===== config.mk =====
export PLATFORM = sky130hd
export DESIGN_NAME = spi_flash_front
export DESIGN_NICKNAME = d
export VERILOG_FILES = /design/src/rtl/spi_fe_pkg.sv /design/src/rtl/spi_fe_edges.sv /design/src/rtl/spi_fe_shift.sv /design/src/rtl/spi_flash_front.sv
export SDC_FILE = /design/constraint.sdc
export NUM_CORES = 1
export LEC_CHECK = 0
export ABC_AREA = 1
export BUFFER_PORTS_ARGS = -buffer_cell sky130_fd_sc_hd__buf_2
export CAP_MARGIN = 40
export CORE_AREA = 2 2 60 62
export CTS_CLUSTER_SIZE = 12
export DETAILED_ROUTE_END_ITERATION = 6
export DIE_AREA = 0 0 62 64
export GPL_TIMING_DRIVEN = 1
export MAX_ROUTING_LAYER = met4
export PLACE_DENSITY = 0.83
export SETUP_SLACK_MARGIN = 0.3
export SLEW_MARGIN = 40
export SYNTH_ARGS = -nofsm -noshare
export SYNTH_HDL_FRONTEND = slang
export SYNTH_SLANG_ARGS = --single-unit

===== constraint.sdc =====
create_clock -name clk -period 2.3 [get_ports clk]
set_input_delay 0 -clock clk [delete_from_list [all_inputs] [get_ports clk]]
set_output_delay 0 -clock clk [all_outputs]
set_load 0.01 [all_outputs]

===== src/rtl/spi_fe_pkg.sv =====
package spi_fe_pkg;
    localparam int LANES = 4;

    typedef enum logic {
        XFER_SINGLE = 1'b0,
        XFER_QUAD   = 1'b1
    } xfer_mode_e;
endpackage


===== src/rtl/spi_fe_edges.sv =====
// Oversamples SCK and chip select, and qualifies SCK edges with select and pause.
module spi_fe_edges (
    input  logic clk,
    input  logic rst_n,
    input  logic sck,
    input  logic cs_n,
    input  logic hold_n,
    input  logic qe,
    output logic sck_rise,
    output logic sck_fall,
    output logic active,
    output logic cs_rise
);
    typedef struct packed {
        logic sck;
        logic cs_n;
    } edge_st_t;

    edge_st_t d, q;
    logic     held;

    always_comb begin
        d.sck    = sck;
        d.cs_n   = cs_n;
        held     = ~qe & ~hold_n & ~cs_n;
        active   = ~cs_n & ~held;
        sck_rise = active & sck & ~q.sck;
        sck_fall = active & ~sck & q.sck;
        cs_rise  = cs_n & ~q.cs_n;
    end

    always_ff @(posedge clk or negedge rst_n) begin
        if (!rst_n) begin
            q <= '{sck: 1'b0, cs_n: 1'b1};
        end else begin
            q <= d;
        end
    end
endmodule


===== src/rtl/spi_fe_shift.sv =====
// Bit counter and receive/transmit shifters, in single-lane or four-lane steps.
module spi_fe_shift
    import spi_fe_pkg::*;
#(
    parameter int DW = 8
) (
    input  logic          clk,
    input  logic          rst_n,
    input  logic          sck_rise,
    input  logic          sck_fall,
    input  logic          cs_n,
    input  logic          cs_rise,
    input  xfer_mode_e    mode,
    input  logic [3:0]    io_in,
    input  logic [DW-1:0] tx_word,
    output logic [DW-1:0] rx_word,
    output logic          rx_strobe,
    output logic          abort,
    output logic [3:0]    lanes
);
    localparam int CW = $clog2(DW);

    typedef struct packed {
        logic [CW-1:0] cnt;
        logic [DW-1:0] rx_sh;
        logic [DW-1:0] tx_sh;
        logic [3:0]    lanes;
        logic [DW-1:0] rx_word;
        logic          rx_strobe;
        logic          abort;
    } shift_st_t;

    shift_st_t d, q;
    logic [CW:0] step;
    logic [CW:0] sum;

    always_comb begin
        d           = q;
        d.rx_strobe = 1'b0;
        d.abort     = 1'b0;
        step        = (mode == XFER_QUAD) ? (CW+1)'(LANES) : (CW+1)'(1);
        sum         = {1'b0, q.cnt} + step;
        if (cs_n) begin
            d.abort = cs_rise & (q.cnt != '0);
            d.cnt   = '0;
            d.rx_sh = '0;
            d.tx_sh = '0;
            d.lanes = '0;
        end else begin
            if (sck_rise) begin
                if (mode == XFER_QUAD) begin
                    d.rx_sh = {q.rx_sh[DW-LANES-1:0], io_in};
                end else begin
                    d.rx_sh = {q.rx_sh[DW-2:0], io_in[0]};
                end
                d.cnt = sum[CW-1:0];
                if (sum[CW]) begin
                    d.rx_strobe = 1'b1;
                    d.rx_word   = d.rx_sh;
                    d.tx_sh     = tx_word;
                end
            end
            if (sck_fall) begin
                if (mode == XFER_QUAD) begin
                    d.lanes = q.tx_sh[DW-1 -: LANES];
                    d.tx_sh = q.tx_sh << LANES;
                end else begin
                    d.lanes = {2'b00, q.tx_sh[DW-1], 1'b0};
                    d.tx_sh = q.tx_sh << 1;
                end
            end
        end
    end

    always_ff @(posedge clk or negedge rst_n) begin
        if (!rst_n) begin
            q <= '0;
        end else begin
            q <= d;
        end
    end

    assign rx_word   = q.rx_word;
    assign rx_strobe = q.rx_strobe;
    assign abort     = q.abort;
    assign lanes     = q.lanes;

    // a byte strobe never lasts two clocks
    p_strobe_pulse_r3: assert property (@(posedge clk) disable iff (!rst_n)
        q.rx_strobe |=> !q.rx_strobe);

    // no byte can appear after a clock with chip select high
    p_quiet_deselect_r2: assert property (@(posedge clk) disable iff (!rst_n)
        (cs_n && $past(cs_n)) |-> !q.rx_strobe);

    // with no qualified edge, position and transmit data are kept
    p_freeze_r5: assert property (@(posedge clk) disable iff (!rst_n)
        (!cs_n && !sck_rise && !sck_fall) |=>
            ($stable(q.cnt) && $stable(q.tx_sh) && $stable(q.lanes)));

    // an abort only follows a partial byte
    p_abort_partial_r8: assert property (@(posedge clk) disable iff (!rst_n)
        q.abort |-> ($past(q.cnt) != '0));
endmodule


===== src/rtl/spi_flash_front.sv =====
// Serial flash bus front end: top level.
module spi_flash_front
    import spi_fe_pkg::*;
#(
    parameter int DATA_W = 8
) (
    input  logic              clk,
    input  logic              rst_n,
    input  logic              sck,
    input  logic              cs_n,
    input  logic [3:0]        io_in,
    output logic [3:0]        io_out,
    output logic [3:0]        io_oe,
    input  logic              qe,
    input  logic              quad_sel,
    input  logic [DATA_W-1:0] tx_byte,
    output logic [DATA_W-1:0] rx_byte,
    output logic              rx_valid,
    output logic              abort,
    output logic              hw_protect
);
    logic       sck_rise, sck_fall, active, cs_rise;
    xfer_mode_e mode;
    logic [3:0] lanes;

    spi_fe_edges u_edges (
        .clk      (clk),
        .rst_n    (rst_n),
        .sck      (sck),
        .cs_n     (cs_n),
        .hold_n   (io_in[3]),
        .qe       (qe),
        .sck_rise (sck_rise),
        .sck_fall (sck_fall),
        .active   (active),
        .cs_rise  (cs_rise)
    );

    spi_fe_shift #(.DW(DATA_W)) u_shift (
        .clk       (clk),
        .rst_n     (rst_n),
        .sck_rise  (sck_rise),
        .sck_fall  (sck_fall),
        .cs_n      (cs_n),
        .cs_rise   (cs_rise),
        .mode      (mode),
        .io_in     (io_in),
        .tx_word   (tx_byte),
        .rx_word   (rx_byte),
        .rx_strobe (rx_valid),
        .abort     (abort),
        .lanes     (lanes)
    );

    always_comb begin
        mode       = (qe & quad_sel) ? XFER_QUAD : XFER_SINGLE;
        io_out     = lanes;
        hw_protect = ~qe & ~io_in[2];
        if (!active) begin
            io_oe = 4'b0000;
        end else if (mode == XFER_QUAD) begin
            io_oe = 4'b1111;
        end else begin
            io_oe = 4'b0010;
        end
    end

    // deselected pins float
    p_deselect_hiz_r2: assert property (@(posedge clk) disable iff (!rst_n)
        cs_n |-> (io_oe == 4'b0000));

    // a pause floats every pin
    p_hold_hiz_r5: assert property (@(posedge clk) disable iff (!rst_n)
        (!qe && !io_in[3] && !cs_n) |-> (io_oe == 4'b0000));

    // lanes 2 and 3 are never driven without quad enable
    p_quad_gate_r6: assert property (@(posedge clk) disable iff (!rst_n)
        !qe |-> (io_oe[3:2] == 2'b00));

    // outside quad mode at most one pin drives
    p_single_lane_r4: assert property (@(posedge clk) disable iff (!rst_n)
        !(qe && quad_sel) |-> $onehot0(io_oe));
endmodule


==> results.tsv <==
metric	value	unit
power.switching_fraction	0.2749	
power.share.clock	0.304	
p_int	829.5	uW
synth_compound_gate_area_share	0.07128	
drt-pass1-iter-count	4	
finalWorstPathRequiredPeriod	1.574	ns
layout-drive-gt1-share	0.2261	
globalplace.congestion	0.8468	
initial_core_util	0.5558	
timing.max_slew.rel_slack	0.7203	
cp_data_required_time	2.54	ns
design_power_total	1.144	mW
timing.reg2reg.worst_path_depth	8	
worstSetupStartpointType	flip-flop	
areaGrowthSynthToFinish	13.98	%
cts.repair.resized	0	
synth_area_leader_cell	sky130_fd_sc_hd__dfrtp_1	
detailroute.via_count	1524	
buffer_ports.inserted	36	
ys_seq_elements	34	
worst_ep_arrival_time	1.81	ns
drt_iter0_drc	101	
worstHoldPathCells	5	
critical_path.n_buffers_inverters	1	
regToRegSetupSlack	0.73	ns
classification_of_the_worst_slack_hold_path	primary input to flip-flop	
simple_gate_portion_of_the_synthesized_area	0.3105	
clock_sinks	34	
cts_inserted_buffers	5	
comb_power_share	0.141	
hold_path_end	u_shift.q[18]	
grt.met1_usage	0.2943	
drt-vias-per-instance	4.964	
fin_worst_skew	0.007832	ns
synth_top_family_by_area	simple AND/OR/NAND/NOR gates	
post_cts_repair_timing_setup_buffer_count	0	
floorplan.rows	21	
first_global_vias	1470	
clock_insertion_delay_worst_skew	0.34	ns
post_synth.cell_area_avg	8.077	um2
fin_area	2081	um2
regToRegEndpoint	u_shift.q[17]	
power.leakage	1.148	nW
floorplan.die.width	62	um
global_route.usage.met3	0.05668	
gr-max-usage-layer	met2	
synthCells	226	
nNetsFinal	281	
vdd.ir_drop.worst	0.3986	mV
globalRoute.totalOverflow	0	
totalNegativeSetupSlack	0	ns
grt_antenna_before_repair	0	
critical_path_cell_list	ha_1, nand3_1, nand2_1, nand3_4, nand2_4, inv_2, nand2_1, nand2_1	
final-setup-viol-count	0	
crit_path_frequent_cell	sky130_fd_sc_hd__nand2_1	
design.die.area	3968	um2
worst_path_maximum_fanout	10	
buffer_cell_driving_the_clock_tree_root	sky130_fd_sc_hd__clkbuf_4	
worst_slew_pin_slew	0.4195	ns
yosys_warnings	0	
synthesis.area	1826	um2
placed_area	1908	um2
critical_path.reg2reg.startpoint	u_shift.q[32]	
maximum_frequency_from_static_timing_analysis	635.5	MHz
cap_viol_max_count	0	
report.final.slew_viol_count	0	
crit_path_end_kind	flip-flop	
setup_repair_after_global_routing_missed_its_margin	no	
grt.met2_usage	0.3372	
diodes_inserted	0	
route.detailed.drc	0	
number_of_nets_with_antenna_violations_after_routing	0	
synth.lib_cells_used.distinct	26	
top_level_ports	37	
seq_power_share	0.556	
synth_enable_flop_cells	0	
worstHoldStart	tx_byte[4]	
ctsLongestPathBuffers	2	
synthMostInstantiatedCell	sky130_fd_sc_hd__nand2_1	
clock_tree_from_tritoncts	built	
critical-path-slowest-cell	sky130_fd_sc_hd__dfrtp_1	
die_h	64	um
dpl.hpwl	2.627	mm
portion_of_netlist_area_occupied_by_mux_cells	0	
drt_wl_total	3.747	mm
max_stage_delay	0.40	ns
ys_async_sr_fraction	1.000	
worst-setup-path-type	flip-flop to flip-flop	
grt_usage	0.2269	
pwr_density_cell	549.8	nW/um2
final-hold-violation-count	0	
hold-worst-slack	0.02391	ns
yosys-top-cells-area	sky130_fd_sc_hd__dfrtp_1 45%, sky130_fd_sc_hd__nand2_1 19%, sky130_fd_sc_hd__buf_4 6.6%	
cts_hold_buffers	11	
grt_first_pass_wirelength	6.575	mm
cpLargestDelayFamily	simple AND/OR/NAND/NOR gates	
synth.top_cells.by_count	94 x sky130_fd_sc_hd__nand2_1, 33 x sky130_fd_sc_hd__dfrtp_1, 20 x sky130_fd_sc_hd__nand3_1	
yosysSeqAreaShare	0.4668	
adder_cell_share_of_the_synthesized_area	0.02056	
min_period_over_period	0.6842	
post-synth-top-area-fraction	0.4524	
cts.htree.levels	2	
synthesis.nets	247	
switchingPower	314.5	uW
status	completed	
grt_max_degree	35	
synth-main-ff-cell	sky130_fd_sc_hd__dfrtp_1	
synthXorXnorAreaFrac	0.004798	
drt-wirelength-per-cell	12.21	um
worst_setup_hold_path_clk_slew	0.10	ns
coreArea	3284	um2
-- sequential cells by signal, indices dropped and copies added, names as in the netlist --
name / flops
u_shift.q: 18
u_shift.rx_word: 8
u_shift.lanes: 4
u_edges.q: 2
u_shift.abort: 1
u_shift.rx_strobe: 1
-- worst max path at each step --
stage / cells after the start / startpoint / to
after CTS: 8 / u_shift.q[32] / u_shift.q[17]
after detailed placement: 11 / qe / u_shift.q[17]
after global routing: 8 / u_shift.q[32] / u_shift.q[17]
final: 8 / u_shift.q[32] / u_shift.q[17]
after global placement: 11 / qe / u_shift.q[15]
after floorplan: 12 / qe / u_shift.q[15]
-- final cells by class --
type	count	area, um2
clock inverter	1	5.005
timing repair buffer	48	300.3
inverter	18	67.56
sequential	34	852.1
tap	46	57.56
fill	292	1204
multi-input combinational	153	743.2
clock buffer	7	55.05
-- power by group through the flow --
stage	combinational (mW)	clock, mW	sequential (mW)
3_3_place_gp	0.142	0	0.647
3_5_place_dp	0.146	0	0.647
6_report	0.161	0.347	0.636
5_1_grt	0.183	0.385	0.639
2_1_floorplan	0.103	0	0.643
4_1_cts	0.160	0.353	0.636
-- placed cells by master (no fill, tap or decap) --
master and count:
sky130_fd_sc_hd__nor2_4 3, sky130_fd_sc_hd__dlygate4sd3_1 11, sky130_fd_sc_hd__o21ai_1 6, sky130_fd_sc_hd__nand3b_1 2, sky130_fd_sc_hd__nand3_4 1, sky130_fd_sc_hd__inv_2 4
sky130_fd_sc_hd__buf_4 2, sky130_fd_sc_hd__o21ai_0 11, sky130_fd_sc_hd__nand2_1 94, sky130_fd_sc_hd__buf_2 35, sky130_fd_sc_hd__dfrtp_1 33, sky130_fd_sc_hd__nand2_4 3
sky130_fd_sc_hd__a21oi_1 1, sky130_fd_sc_hd__a21oi_2 2, sky130_fd_sc_hd__clkinv_2 1, sky130_fd_sc_hd__dfstp_2 1, sky130_fd_sc_hd__nor2_2 1, sky130_fd_sc_hd__xnor2_1 1
sky130_fd_sc_hd__clkinv_1 2, sky130_fd_sc_hd__clkbuf_1 1, sky130_fd_sc_hd__clkbuf_4 5, sky130_fd_sc_hd__clkbuf_8 1, sky130_fd_sc_hd__o22ai_1 1, sky130_fd_sc_hd__inv_1 12
sky130_fd_sc_hd__nor2_1 2, sky130_fd_sc_hd__ha_1 3, sky130_fd_sc_hd__a21o_1 1, sky130_fd_sc_hd__nand3_1 20, sky130_fd_sc_hd__a311oi_1 1
-- stage by stage --
step / utilization / worst slack [ns] / instances
6_report: 0.6335 / 0.7264 / 307
5_1_grt: 0.6335 / 0.5878 / 307
4_1_cts: 0.6328 / 0.7289 / 307
3_5_place_dp: 0.5810 / 0.5376 / 288
3_3_place_gp: 0.5810 / 0.6867 / 288
2_1_floorplan: - / 0.9308 / 226
-- worst reg2reg max path, stage by stage (launching register included) --
cell	delay (ns)
sky130_fd_sc_hd__dfrtp_1	0.40
sky130_fd_sc_hd__ha_1	0.31
sky130_fd_sc_hd__nand3_1	0.09
sky130_fd_sc_hd__nand2_1	0.11
sky130_fd_sc_hd__nand3_4	0.16
sky130_fd_sc_hd__nand2_4	0.17
sky130_fd_sc_hd__inv_2	0.09
sky130_fd_sc_hd__nand2_1	0.08
sky130_fd_sc_hd__nand2_1	0.06
-- logic make-up (layout without fill, tap and decap cells) --
kind of cell               after synthesis  count (layout)
AOI/OAI and AO/OA                       23              23
and+or+nand+nor                        126             126
xor gates and xnor gates                 1               1
DFF                                     34              34
buffers and inverters                   39              74
adders and majority gates                3               3
-- routing by layer --
layer / vias up / part of all wire
met4: 0 / 0.017
met1: 693 / 0.44
met2: 56 / 0.48
li1: 768 / -
met3: 7 / 0.060
met5: - / 0
(Power assumes the default switching activity.)
